[config.mk]
export PLATFORM = sky130hd
export DESIGN_NAME = vsel_top
export DESIGN_NICKNAME = d
export VERILOG_FILES = /design/src/rtl/vsel_pkg.sv /design/src/rtl/vsel_lfsr.sv /design/src/rtl/vsel_pick.sv /design/src/rtl/vsel_rr.sv /design/src/rtl/vsel_top.sv
export SDC_FILE = /design/constraint.sdc
export NUM_CORES = 1
export LEC_CHECK = 0
export BUFFER_PORTS_ARGS = -buffer_cell sky130_fd_sc_hd__buf_4
export CORE_AREA = 2 2 39 41
export CTS_CLUSTER_DIAMETER = 100
export DETAILED_ROUTE_END_ITERATION = 16
export DIE_AREA = 0 0 41 43
export GPL_ROUTABILITY_DRIVEN = 0
export GPL_TIMING_DRIVEN = 0
export HOLD_SLACK_MARGIN = 0.06
export SETUP_SLACK_MARGIN = 0.15
export SLEW_MARGIN = 25
export SYNTH_ARGS = -nofsm -noshare
export SYNTH_HDL_FRONTEND = slang
export SYNTH_SLANG_ARGS = --single-unit
[constraint.sdc]
create_clock -name clk -period 1.5 [get_ports clk]
set_clock_uncertainty 0.15 [all_clocks]
set_input_delay 0.15 -clock clk [delete_from_list [all_inputs] [get_ports clk]]
set_output_delay 0.15 -clock clk [all_outputs]
set_load 0.02 [all_outputs]
[src/rtl/vsel_pkg.sv]
package vsel_pkg;

    typedef enum logic {
        SEL_IDLE  = 1'b0,
        SEL_ISSUE = 1'b1
    } sel_state_e;

endpackage

[src/rtl/vsel_lfsr.sv]
module vsel_lfsr #(
    parameter int          W    = 8,
    parameter logic [W-1:0] TAPS = 8'hB8,
    parameter logic [W-1:0] SEED = 8'hA5
) (
    input  logic         clk,
    input  logic         rst_n,
    output logic [W-1:0] state
);

    logic feedback;

    assign feedback = ^(state & TAPS);

    always_ff @(posedge clk) begin
        if (!rst_n) begin
            state <= SEED;
        end else begin
            state <= {state[W-2:0], feedback};
        end
    end

endmodule

[src/rtl/vsel_pick.sv]
module vsel_pick #(
    parameter int WAYS = 4,
    parameter int WW   = 2
) (
    input  logic [WW-1:0]   start,
    input  logic [WAYS-1:0] lock,
    output logic            found,
    output logic [WW-1:0]   way
);

    logic [WW-1:0]   idx [WAYS];
    logic [WAYS-1:0] free;

    generate
        for (genvar k = 0; k < WAYS; k++) begin : g_off
            assign idx[k]  = start + WW'(k);
            assign free[k] = !lock[idx[k]];
        end
    endgenerate

    always_comb begin
        found = 1'b0;
        way   = start;
        for (int k = WAYS - 1; k >= 0; k--) begin
            if (free[k]) begin
                found = 1'b1;
                way   = idx[k];
            end
        end
    end

endmodule

[src/rtl/vsel_rr.sv]
module vsel_rr #(
    parameter int WW = 2
) (
    input  logic          clk,
    input  logic          rst_n,
    input  logic          advance,
    input  logic [WW-1:0] chosen,
    output logic [WW-1:0] ptr
);

    always_ff @(posedge clk) begin
        if (!rst_n) begin
            ptr <= '0;
        end else if (advance) begin
            ptr <= chosen + WW'(1);
        end
    end

endmodule

[src/rtl/vsel_top.sv]
module vsel_top
    import vsel_pkg::*;
#(
    parameter int              WAYS   = 4,
    parameter int              LFSR_W = 8,
    parameter logic [LFSR_W-1:0] TAPS = 8'hB8,
    parameter logic [LFSR_W-1:0] SEED = 8'hA5,
    localparam int             WW     = $clog2(WAYS)
) (
    input  logic            clk,
    input  logic            rst_n,
    input  logic            fill_req,
    input  logic [WAYS-1:0] lock_mask,
    input  logic            rand_mode,
    input  logic            cache_on,
    output logic [WW-1:0]   victim_way,
    output logic            victim_valid
);

    sel_state_e        state_q, state_d;
    logic [LFSR_W-1:0] lfsr;
    logic [WW-1:0]     rr_ptr;
    logic [WW-1:0]     scan_start;
    logic [WW-1:0]     pick_way;
    logic              pick_found;
    logic              accept;
    logic [WW-1:0]     way_q;

    vsel_lfsr #(.W(LFSR_W), .TAPS(TAPS), .SEED(SEED)) u_lfsr (
        .clk   (clk),
        .rst_n (rst_n),
        .state (lfsr)
    );

    vsel_rr #(.WW(WW)) u_rr (
        .clk     (clk),
        .rst_n   (rst_n),
        .advance (accept && !rand_mode),
        .chosen  (pick_way),
        .ptr     (rr_ptr)
    );

    assign scan_start = rand_mode ? lfsr[WW-1:0] : rr_ptr;

    vsel_pick #(.WAYS(WAYS), .WW(WW)) u_pick (
        .start (scan_start),
        .lock  (lock_mask),
        .found (pick_found),
        .way   (pick_way)
    );

    assign accept = fill_req && cache_on && pick_found;

    // State register
    always_ff @(posedge clk) begin
        if (!rst_n) begin
            state_q <= SEL_IDLE;
        end else begin
            state_q <= state_d;
        end
    end

    // Next-state logic
    always_comb begin
        state_d = state_q;
        unique case (state_q)
            SEL_IDLE:  state_d = accept ? SEL_ISSUE : SEL_IDLE;
            SEL_ISSUE: state_d = accept ? SEL_ISSUE : SEL_IDLE;
            default:   state_d = SEL_IDLE;
        endcase
    end

    // Output registers
    always_ff @(posedge clk) begin
        if (!rst_n) begin
            way_q <= '0;
        end else if (accept) begin
            way_q <= pick_way;
        end
    end

    assign victim_valid = (state_q == SEL_ISSUE);
    assign victim_way   = way_q;

endmodule

==> reports/metrics.csv <==
metric,value,unit
crit_type,register to register,
ys_seq_area_share,48.83,%
layout-drive-gt1-share,33.33,%
vias,446,
synth_area_leaders,"dfxtp_1 49%, o21ai_0 6.6%, and2_1 4.7%, nand2b_1 4.7%, a21oi_1 3.8%",
cts_tree,done,
fmax,0.6435,GHz
final_area,716.9,um2
synth_edf_count,0,
detail_route.iter0.violations,1,
grt_pass1_wl,1683,um
start_util,38.52,%
ant_nets,0,
period_share,103.6,%
path_clk_slew,80,ps
ys.flop_type,dfxtp_1,
io_pins,12,
syn_to_final_growth,34.51,%
holdCritPathClass,input pin to register,
syn-instance-count,57,
status,finished with violations,
start_kind,register,
num_antenna_cells,0,
dp_hpwl,709.2,um
htree_levels,1,
totalWireLength,1005,um
drt-vias-per-instance,4.901,
synth_top_area_share,48.83,%
path_buf_inv,0,
synth_top_area_cell,dfxtp_1,
drv_cap,0,
ys_ff_latch,13,
setup_slack,-53.93,ps
die_h,43,um
finalPower,0.7510,mW
core-area,1384,um2
slowest_stage,or3_1,
cts_buffers,3,
rsz0062_at_grt,yes,
grt_usage,14.63,%
grt_max_degree,11,
async_flop_share,0,%
path_max_fanout,5,
synthTopCellsByCount,"13 x dfxtp_1, 7 x o21ai_0, 4 x a21oi_1, 4 x and2_1, 4 x nand2b_1",
clock_latency,270,ps
cts_root_buffer,clkbuf_4,
synth_area,533.0,um2
grt_overflow,0,
io_buffers,11,
nets,85,
worst_slew_pin_slew,222.0,ps
antenna_found_initial,0,
yosys_warnings,0,
hold_viol_final,0,
min_period,1554,ps
drt-wirelength-per-cell,11.04,um
grt_pass1_vias,402,
setup_viol_count_final,2,
critPathArrivalTime,1610,ps
syn-mean-instance-area,9.351,um2
power_leakage,0.3106,nW
slew_headroom,84.88,%
max-clock-path-buffers,2,
fp.dieW,41,um
drc,0,
power.density,1047,nW/um2
crit_chain,mux2i_4 -> a21oi_2 -> o21a_1 -> or3_1 -> a31oi_1,
cp_top_family,compound AO/OA/AOI/OAI gates,
yosys.cell_count.top_type,dfxtp_1,
violations,setup timing,
cts.sinks,13,
endpoint_kind,register,
ff_latch_area,262.8,um2
fill_cells,131,
cp.required,1550,ps
drv_slew,0,
slowest_delay,370,ps
detail_route.first_pass.iterations,3,
dieArea,1763,um2
peakVddDrop,0.0006160,V
syn_nets,66,
placed_cell_area,650.6,um2
multi_input_area,291.5,um2
yosys.cell_types.count,22,
rows,14,
==> repair_timing <==
action                                  4_1_cts  5_1_grt
endpoints found under the setup margin        4        4
hold buffers                                  1        0
hold endpoints to repair                      9        0
resized for setup                             1        5
gates cloned                                  0        0
buffers inserted                              0        2
pin swaps                                     2        1
==> power by group <==
part	switching (mW)	internal, mW	total [mW]
Sequential	0.0156	0.373	0.389
Clock	0.112	0.0986	0.210
Combinational	0.0686	0.0833	0.152
==> metal layers <==
metal	part of all wire (%)	vias to the layer above	track usage (%)
met1	48	199	18.30
met3	6.5	0	6.283
met4	0	0	8.000
met5	0	-	0
met2	45	9	20.31
li1	-	238	-
==> registers in the layout, indices dropped and copies added, names as in the netlist <==
signal / count
victim_valid: 1
u_rr.ptr: 2
u_lfsr.state: 8
victim_way: 2
==> per-stage QoR <==
| stage | util [%] | std cells | setup TNS, ps | hold WS (ps) | setup slack [ps] |
|---|---|---|---|---|---|
| 2_1_floorplan | - | 57 | 0 | 61.94 | 37.34 |
| 3_3_place_gp | 47.02 | 84 | -109.3 | 231.7 | -96.49 |
| 3_5_place_dp | 47.02 | 84 | -157.1 | 231.3 | -116.9 |
| 4_1_cts | 49.73 | 89 | -74.61 | 112.0 | -72.97 |
| 5_1_grt | 51.81 | 91 | -341.8 | 123.3 | -174.9 |
| 6_report | 51.81 | 91 | -66.58 | 112.4 | -53.93 |
==> worst reg2reg max path, delay by kind of cell, from the launching register on <==
family          cells  cell delay, ps
compound gates      3             400
flops               1             350
mux                 1             210
simple gates        1             370
==> logic make-up (layout without fill, tap and decap cells) <==
| group | after synthesis | after routing | share of synthesized area [%] |
|---|---|---|---|
| muxes | 4 | 4 | 8.685 |
| buffers and inverters | 2 | 20 | 1.409 |
| and+or+nand+nor | 19 | 19 | 19.01 |
| AOI/OAI and AO/OA | 16 | 16 | 17.14 |
| DFF | 13 | 13 | 48.83 |
| xor gates and xnor gates | 3 | 3 | 4.930 |
==> final cells by class <==
class	count	share of cell area (%)
clock buffers	3	3.141
clock inverters	1	0.6981
inverters	2	1.047
multi-input cells	42	40.66
flip-flops and latches	13	36.65
well taps	16	2.792
repair buffers	14	15.01
==> cell usage in the layout (no fill, tap or decap), types with 2 or more instances in the layout <==
master,n
or3_1,2
dfxtp_1,11
dfxtp_2,2
buf_4,13
clkbuf_4,3
xor2_1,2
o21ai_0,4
nand2_1,3
nor2_1,3
inv_1,2
o21ai_1,2
a21oi_1,3
and2_1,4
nand2b_1,4
==> final timing paths <==
check                        from         endpoint  slack (ps)  cells past startpoint
hold reg to reg   u_lfsr.state[6]  u_lfsr.state[7]         270                      1
setup reg to reg      u_rr.ptr[1]      u_rr.ptr[1]         -50                      5
setup / recovery      u_rr.ptr[1]      u_rr.ptr[1]         -50                      5
hold / removal          rand_mode      u_rr.ptr[1]         110                      3
(Power assumes the default switching activity.)
